$ cat src/rtl/ctx_boot_pkg.sv
package ctx_boot_pkg;
  // Loader phase: one settle cycle after reset, slot walk, finished.
  typedef enum logic [1:0] {
    LD_START = 2'd0,
    LD_RUN   = 2'd1,
    LD_DONE  = 2'd2
  } ld_state_e;
endpackage

$ cat src/rtl/ctx_slot_seq.sv
// Slot walker: steps through the context slots and decides when a slot is
// finished (reserved slots finish at once, others on the memory handshake).
module ctx_slot_seq
  import ctx_boot_pkg::*;
#(
  parameter int                   NUM_SLOTS = 128,
  parameter int                   IDX_W     = 7,
  parameter logic [NUM_SLOTS-1:0] RESV_MASK = '0
) (
  input  logic             clk,
  input  logic             rst_n,
  input  logic             mem_ready,
  output ld_state_e        state_q,
  output logic [IDX_W-1:0] idx_q,
  output logic             slot_resv,
  output logic             step,
  output logic             last
);
  localparam logic [IDX_W-1:0] LAST_IDX = IDX_W'(NUM_SLOTS - 1);

  ld_state_e        state_d;
  logic [IDX_W-1:0] idx_d;
  logic             idx_en;

  always_comb begin
    slot_resv = RESV_MASK[idx_q];
    last      = (idx_q == LAST_IDX);
    step      = (state_q == LD_RUN) && (slot_resv || mem_ready);
  end

  always_comb begin
    state_d = state_q;
    idx_d   = idx_q;
    idx_en  = 1'b0;
    case (state_q)
      LD_START: state_d = LD_RUN;
      LD_RUN: begin
        if (step) begin
          if (last) begin
            state_d = LD_DONE;
          end else begin
            idx_en = 1'b1;
            idx_d  = idx_q + 1'b1;
          end
        end
      end
      default: state_d = state_q;
    endcase
  end

  always_ff @(posedge clk or negedge rst_n) begin
    if (!rst_n) begin
      state_q <= LD_START;
      idx_q   <= '0;
    end else begin
      state_q <= state_d;
      if (idx_en) idx_q <= idx_d;
    end
  end
endmodule

$ cat src/rtl/ctx_mem_port.sv
// Memory side and register-file data path (purely combinational).
module ctx_mem_port #(
  parameter int DATA_W = 16,
  parameter int ADDR_W = 16,
  parameter int IDX_W  = 7
) (
  input  logic              run,
  input  logic              slot_resv,
  input  logic [IDX_W-1:0]  idx,
  input  logic [DATA_W-1:0] mem_rdata,
  output logic              mem_rd,
  output logic [ADDR_W-1:0] mem_addr,
  output logic [DATA_W-1:0] rf_wdata
);
  always_comb begin
    mem_rd   = run && !slot_resv;
    mem_addr = ADDR_W'({idx, 1'b0});
    rf_wdata = slot_resv ? '0 : mem_rdata;
  end
endmodule

$ cat src/rtl/ctx_handoff.sv
// Completion flag, start pulse and captured start address.
module ctx_handoff #(
  parameter int DATA_W  = 16,
  parameter int IDX_W   = 7,
  parameter int PC_SLOT = 15
) (
  input  logic              clk,
  input  logic              rst_n,
  input  logic              step,
  input  logic              last,
  input  logic [IDX_W-1:0]  idx,
  input  logic [DATA_W-1:0] wdata,
  output logic              done_q,
  output logic              fetch_q,
  output logic [DATA_W-1:0] ip_q
);
  localparam logic [IDX_W-1:0] PC_IDX = IDX_W'(PC_SLOT);

  logic              done_d;
  logic              fetch_d;
  logic [DATA_W-1:0] ip_d;
  logic              ip_en;

  always_comb begin
    done_d  = done_q;
    fetch_d = 1'b0;
    ip_en   = step && (idx == PC_IDX);
    ip_d    = wdata;
    if (step && last) begin
      done_d  = 1'b1;
      fetch_d = 1'b1;
    end
  end

  always_ff @(posedge clk or negedge rst_n) begin
    if (!rst_n) begin
      done_q  <= 1'b0;
      fetch_q <= 1'b0;
      ip_q    <= '0;
    end else begin
      done_q  <= done_d;
      fetch_q <= fetch_d;
      if (ip_en) ip_q <= ip_d;
    end
  end
endmodule

$ cat src/rtl/ctx_boot_loader.sv
module ctx_boot_loader
  import ctx_boot_pkg::*;
#(
  parameter int                   NUM_SLOTS = 128,
  parameter int                   DATA_W    = 16,
  parameter int                   ADDR_W    = 16,
  parameter int                   PC_SLOT   = 15,
  parameter logic [NUM_SLOTS-1:0] RESV_MASK = 128'hFF00_0000_0000_0000_0000_0000_000F_0000,
  localparam int                  IDX_W     = $clog2(NUM_SLOTS)
) (
  input  logic              clk,
  input  logic              rst_n,
  output logic [ADDR_W-1:0] mem_addr,
  output logic              mem_rd,
  input  logic [DATA_W-1:0] mem_rdata,
  input  logic              mem_ready,
  output logic [IDX_W-1:0]  rf_idx,
  output logic [DATA_W-1:0] rf_wdata,
  output logic              rf_we,
  output logic              fetch_enable,
  output logic              done,
  output logic [DATA_W-1:0] boot_ip
);
  ld_state_e        state_q;
  logic [IDX_W-1:0] idx_q;
  logic             slot_resv;
  logic             step;
  logic             last;

  ctx_slot_seq #(
    .NUM_SLOTS (NUM_SLOTS),
    .IDX_W     (IDX_W),
    .RESV_MASK (RESV_MASK)
  ) u_seq (
    .clk       (clk),
    .rst_n     (rst_n),
    .mem_ready (mem_ready),
    .state_q   (state_q),
    .idx_q     (idx_q),
    .slot_resv (slot_resv),
    .step      (step),
    .last      (last)
  );

  ctx_mem_port #(
    .DATA_W (DATA_W),
    .ADDR_W (ADDR_W),
    .IDX_W  (IDX_W)
  ) u_port (
    .run       (state_q == LD_RUN),
    .slot_resv (slot_resv),
    .idx       (idx_q),
    .mem_rdata (mem_rdata),
    .mem_rd    (mem_rd),
    .mem_addr  (mem_addr),
    .rf_wdata  (rf_wdata)
  );

  ctx_handoff #(
    .DATA_W  (DATA_W),
    .IDX_W   (IDX_W),
    .PC_SLOT (PC_SLOT)
  ) u_hand (
    .clk     (clk),
    .rst_n   (rst_n),
    .step    (step),
    .last    (last),
    .idx     (idx_q),
    .wdata   (rf_wdata),
    .done_q  (done),
    .fetch_q (fetch_enable),
    .ip_q    (boot_ip)
  );

  assign rf_we  = step;
  assign rf_idx = idx_q;
endmodule

$ cat config.mk
export PLATFORM = sky130hd
export DESIGN_NAME = ctx_boot_loader
export DESIGN_NICKNAME = d
export VERILOG_FILES = /design/src/rtl/ctx_boot_pkg.sv /design/src/rtl/ctx_slot_seq.sv /design/src/rtl/ctx_mem_port.sv /design/src/rtl/ctx_handoff.sv /design/src/rtl/ctx_boot_loader.sv
export SDC_FILE = /design/constraint.sdc
export NUM_CORES = 1
export LEC_CHECK = 0
export BUFFER_PORTS_ARGS = -buffer_cell sky130_fd_sc_hd__buf_2
export CAP_MARGIN = 10
export CORE_MARGIN = 2
export CORE_UTILIZATION = 39
export DETAILED_ROUTE_END_ITERATION = 12
export PLACE_DENSITY_LB_ADDON = 0.25
export RECOVER_POWER = 25
export SETUP_SLACK_MARGIN = 0.2
export SLEW_MARGIN = 20
export SYNTH_ARGS = -nofsm -noshare
export SYNTH_HDL_FRONTEND = slang
export SYNTH_SLANG_ARGS = --single-unit
$ cat constraint.sdc
create_clock -name clk -period 1.6 [get_ports clk]
set_input_delay 0.16 -clock clk [delete_from_list [all_inputs] [get_ports clk]]
set_output_delay 0.16 -clock clk [all_outputs]
set_load 0.05 [all_outputs]
After elaboration in Yosys (flattened, before gate mapping). Memories as Yosys holds them, arrays and structs flattened. Cells that the tools add are included.

Register bits: 27. Bits of input ports: 19. Output and inout port bits: 59. Logic and storage cells: 33. Bits in read-only memories: 128. Memories: 1.

Mux-type cells: 9. Add/subtract/negate cells: 1. Bitwise gates (word level): 1. Equal/unequal tests: 5. Magnitude comparators: 1. Reductions and logical operators: 10.

Memories: (no name shown) (depth 128, width 1, rd ports 1, clocked after Yosys merged registers in 0, wr ports 0, line ctx_slot_seq.sv:26) `slot_resv = RESV_MASK[idx_q];`.

Operator list (number): $mux W16 (1); $lt A7 B8 Y1 const B (1); $add A7 B1 Y7 const B (1); $eq A7 B4 Y1 const B (1); $eq A7 B7 Y1 const B (1); $mux W1 (5); $logic_and A1 B1 Y1 (4); $mux W2 (2); $ne A2 B1 Y1 const B (2); $pmux W2 S2 (1); $reduce_and A4 Y1 (1); $reduce_and A3 Y1 (1); $eq A2 B1 Y1 const B (1); $logic_not A2 Y1 (1); $reduce_bool A2 Y1 (1); $logic_not A1 Y1 (1); $logic_or A1 B1 Y1 (1); $not A1 Y1 (1).

Longest topological paths before layout.
Depth after elaboration: 7. Depth in mapped cells: 5. Gate-level depth less buffers: 5.

Modules after synthesis. Synthesis repeated with hierarchy kept, for this count alone.

Cells, all modules: 122. Area total of the unflattened synthesis: 1470.2 um^2.

By module, submodules not included: ctx_handoff (area each 704.4 um^2, times used 1, sequential area each 450.4 um^2, cells each 40); ctx_slot_seq (area each 493.0 um^2, times used 1, sequential area each 225.2 um^2, cells each 46); ctx_mem_port (area each 259.0 um^2, times used 1, sequential area each 0.0 um^2, cells each 35); ctx_boot_loader (area each 13.8 um^2, times used 1, sequential area each 0.0 um^2, cells each 1).

Worst setup path after synthesis. No wires, ideal clock.

Kind: reg2reg. From: register u_seq.idx_q[5]. To: register u_seq.idx_q[6]. Data arrival time: 2.143 ns. Required time: 1.530 ns. Setup time: 0.070 ns. Setup slack: -0.613 ns. Stages on the path, launching flop included: 5. Period minus slack after synthesis: 2.213 ns. Buffers on the path: 0. Cell sequence: dfrtp_1 nor4_2 a21oi_2 nor2_1 a41o_1.

Word-level cells in the longest chain between the ends: 7. Elaborated cells on any way between the ends: 11. Classes of those cells: add/sub (1); eq/ne (1); mux (4); bitwise (1); reduce/logical (3); memory (1).

RTL lines: start: declaration (line ctx_slot_seq.sv:14) `output logic [IDX_W-1:0] idx_q,`; start signal: assignment (line ctx_slot_seq.sv:57) `if (idx_en) idx_q <= idx_d;`; $mem_v2 Z128 W1 (*); $mux W1 (not written as such) (*) (line ctx_slot_seq.sv:26); $logic_or A1 B1 Y1 (*) (line ctx_slot_seq.sv:28) `step = (state_q == LD_RUN) && (slot_resv || mem_ready);`; $logic_and A1 B1 Y1 (*) (line ctx_slot_seq.sv:28); net rf_we (line ctx_boot_loader.sv:19) `output logic rf_we,`; $mux W1 (line ctx_slot_seq.sv:38) `if (step) begin`; $mux W1 (line ctx_slot_seq.sv:35) `case (state_q)`; $reduce_and A4 Y1 (no line) (*).

Mark *: on every way through the listed nets, which the timed path passes. The rest lies on a longest branch. The select of a mux whose other input is x is not followed. A chain may end at the register's enable or synchronous reset.

Final worst setup path.
From: register u_seq.idx_q[6]. To: output rf_wdata[14].

Word-level cells in the longest chain between the ends: 3.

RTL lines: $mem_v2 Z128 W1; $mux W1 (not written as such) (line ctx_slot_seq.sv:26); $mux W16 (line ctx_mem_port.sv:18) `rf_wdata = slot_resv ? '0 : mem_rdata;`; end: declaration (line ctx_boot_loader.sv:18) `output logic [DATA_W-1:0] rf_wdata,`.

No other way between the ends. The select of a mux whose other input is x is not followed.

==> summary.txt <==
Yosys
  • Mean instance size in the synthesized netlist: ~12 um^2
  • Synthesized instance count: 116
  • Area fraction of the dominant cell type after synthesis: between 40% and 50%
  • Post-synth design cell area: approximately 0.0014 mm^2
  • Cell type contributing the most total cell area after synthesis: sky130_fd_sc_hd__dfrtp_1
  • Synth warn: 0
  • Distinct cell type count after synthesis: 30
  • Flip-flop and latch count after synthesis: 27
  • Cell types occupying the most area after synthesis: sky130_fd_sc_hd__dfrtp_1 49%, sky130_fd_sc_hd__mux2_2 14%, sky130_fd_sc_hd__buf_4 8.8%
  • Share of synthesized area occupied by flip-flops and latches: between 40% and 50%

Final layout
  • Number of diodes added for antenna fixing: 0
  • Multi-input gate area: 779 um^2
  • Layout-stage area growth over the synthesis result: 69.5%
  • Count of filler cells inserted in the layout: 226
  • Util after Layout: 69.3%
  • Fraction of final layout cells sized beyond drive strength 1: between 70% and 80%
  • Final #Nets: between 200 and 250
  • FF+latch area: between 600 and 700 um^2
  • Design area: between 0.002 and 0.0025 mm^2
  • Number of non-filler instances in the completed layout: between 200 and 300

Route
  • WL final: 3.74 mm
  • Iter 0 DRT Violations: 11
  • Number of antenna-violating nets in the routed design: 0
  • Via-per-instance ratio: 4.74
  • Post-detailed-route DRC marker count: 0
  • Post-detailed-route wirelength per cell: between 10 and 15 um
  • DR pass1 iterations: 4
  • Vias post-DR: about 1,200

Critical path
  • Critical Path End Type: primary output
  • Critical Setup Path Class: flip-flop to primary output
  • Critical Path Source Type: flip-flop
  • Critical Path Fanout Max: 10
  • Crit path DAT: ~1800 ps
  • Data required time of the worst path: around 1400 ps

GRT
  • Initial antenna violation count: 0
  • Pin count of the biggest net entering global routing: 28
  • Global route total overflow: 0
  • First-pass GRT wire length: roughly 5.8 mm
  • Total global routing track utilization: approximately a fifth
  • Via count of the first global-routing pass: approximately 1,200

Placement
  • Last weighted congestion value of the routability-driven placer: around 0.70
  • Cell count after placement: ~230
  • Cell Area, Placed: 0.00183 mm^2
  • HPWL after DPL: ~2.3 mm
  • Number of buffers added on ports: just under 70

Timing
  • Measured slew at the worst slew-check pin: about 670 ps
  • Time the worst path needs with I/O delays and setup: between 1500 and 2000 ps
  • Setup-failing EPs final: 40
  • Slew margin rel.: 55.3%
  • Final hold violation count: 0
  • Hold WS: around 38 ps
  • Clock tree skew after final layout: approximately 9.1 ps
  • Final worst path period share: 120%
  • Number of slew-limit violations in the final report: 0
  • RSZ-0062 raised after global routing: true
  • Worst Setup Slack, final: -319 ps
  • Max Clock Freq: between 0.5 and 0.6 GHz

CTS
  • Clock Root Buffer: sky130_fd_sc_hd__clkbuf_4
  • Clock transition at the registers of the reported paths: 160 ps
  • CTS sink cnt: 27
  • Clock buffers created by TritonCTS: 3
  • Worst-case clock buffer depth: 2
  • CTS tree: done
  • Number of H-tree branching levels: 1
  • Clock network latency to the later pin of the worst-skew pair: roughly 350 ps

Outcome
  • Violations in the final reports: negative setup slack
  • Outcome: finished with violations

Worst hold path
  • Type of the tightest min-delay check: input port to flip-flop

Floorplan
  • Die area: about 0.0040 mm^2
  • I/O pin count: between 70 and 80
  • # rows: 21
  • Chip Width: roughly 63 um
  • Die Height: 63.2 um
  • Core ar.: roughly 0.0033 mm^2
  • Starting utilization of the core area: about two fifths

Run
  • Max-capacitance violation count: 0
==> per-stage QoR <==
stage / worst slack (ps) / TNS [ps]
6_report: -319 / -8780
5_1_grt: -366 / -10700
4_1_cts: -372 / -8070
3_5_place_dp: -76.8 / -1180
3_3_place_gp: -24.1 / -341
2_1_floorplan: -102 / -1690
==> cells in the mapped netlist (all sizes together) <==
library cell,instances
dfrtp,27
buf,18
and2,17
mux2,17
xor2,5
nor3,4
nand2,3
nand3,3
nor4,3
a21oi,2
a41o,2
and3,2
nor2,2
a21o,1
clkbuf,1
conb,1
ha,1
inv,1
nand2b,1
nand4,1
nor2b,1
nor4b,1
o21ai,1
or2,1
==> critical path, cell delays in order, from the launching register on <==
cell and delay, ps:
sky130_fd_sc_hd__dfrtp_4 530, sky130_fd_sc_hd__nor4_4 310, sky130_fd_sc_hd__o21ai_2 110, sky130_fd_sc_hd__buf_6 150
sky130_fd_sc_hd__and2_4 160, sky130_fd_sc_hd__buf_6 140
==> area by class of cell <==
type,instances,share of cell area [%]
Sequential cell,27,29.8
Clock buffer,3,0.973
Multi-Input combinational cell,78,33.7
Tap cell,46,2.49
Clock inverter,1,0.324
Timing Repair Buffer,94,32.6
Inverter,1,0.162
==> cells by family after synthesis <==
logic type      after synthesis  share of synthesized area, %
compound gates                6                          3.39
simple gates                 39                          18.1
other cells                   1                         0.275
mux                          17                          14.0
flops                        27                          49.5
xor+xnor                      5                          3.21
buf+inv                      20                          10.5
fa+ha+maj                     1                         0.916
==> final timing paths <==
kind                                     start              end  slack [ps]  cells past startpoint
worst max-delay path            u_seq.idx_q[6]     rf_wdata[14]        -320                      5
worst max register to register  u_seq.idx_q[6]   u_hand.ip_q[1]        -210                      6
min in group asynchronous                rst_n  u_hand.ip_q[14]         350                      2
worst min-delay path              mem_rdata[7]   u_hand.ip_q[7]          40                      2
worst min register to register   u_hand.done_q    u_hand.done_q         510                      1
max in group asynchronous                rst_n   u_seq.idx_q[6]         760                      2
==> sequential cells by signal (all words and copies together), names as in the netlist <==
register        count
u_hand.done_q       1
u_hand.fetch_q      1
u_hand.ip_q        16
u_seq.idx_q         7
u_seq.state_q       2
==> routing by layer <==
layer | GRT usage (%) | wire length [um]
met5 | 0 | 0
met4 | 9.17 | 76
met3 | 3.21 | 206
met2 | 35.6 | 2060
met1 | 20.6 | 1400
==> placed cells by master, fill, tap and decap left out, drive strengths merged, types with 2 or more instances in the layout <==
master,instances
mux2,17
nor2,2
conb,9
nor4,3
nand2,3
dfrtp,27
and2,17
xor2,5
and3,2
nand3,4
a21oi,2
clkbuf,6
a41o,2
buf,90
nor3,4
==> what timing repair did <==
| item | in CTS | in global routing |
|---|---|---|
| endpoints found under the setup margin | 44 | 48 |
| hold endpoints to repair | 27 | 0 |
| gates cloned | 1 | 0 |
| pin swaps | 14 | 6 |
| gates resized for setup | 71 | 17 |
| hold buffers | 1 | 0 |
| setup buffers | 7 | 8 |
Power is left out: the tool's default activity adds up to more than one toggle a clock period on the data nets, which glitch-free logic cannot reach.
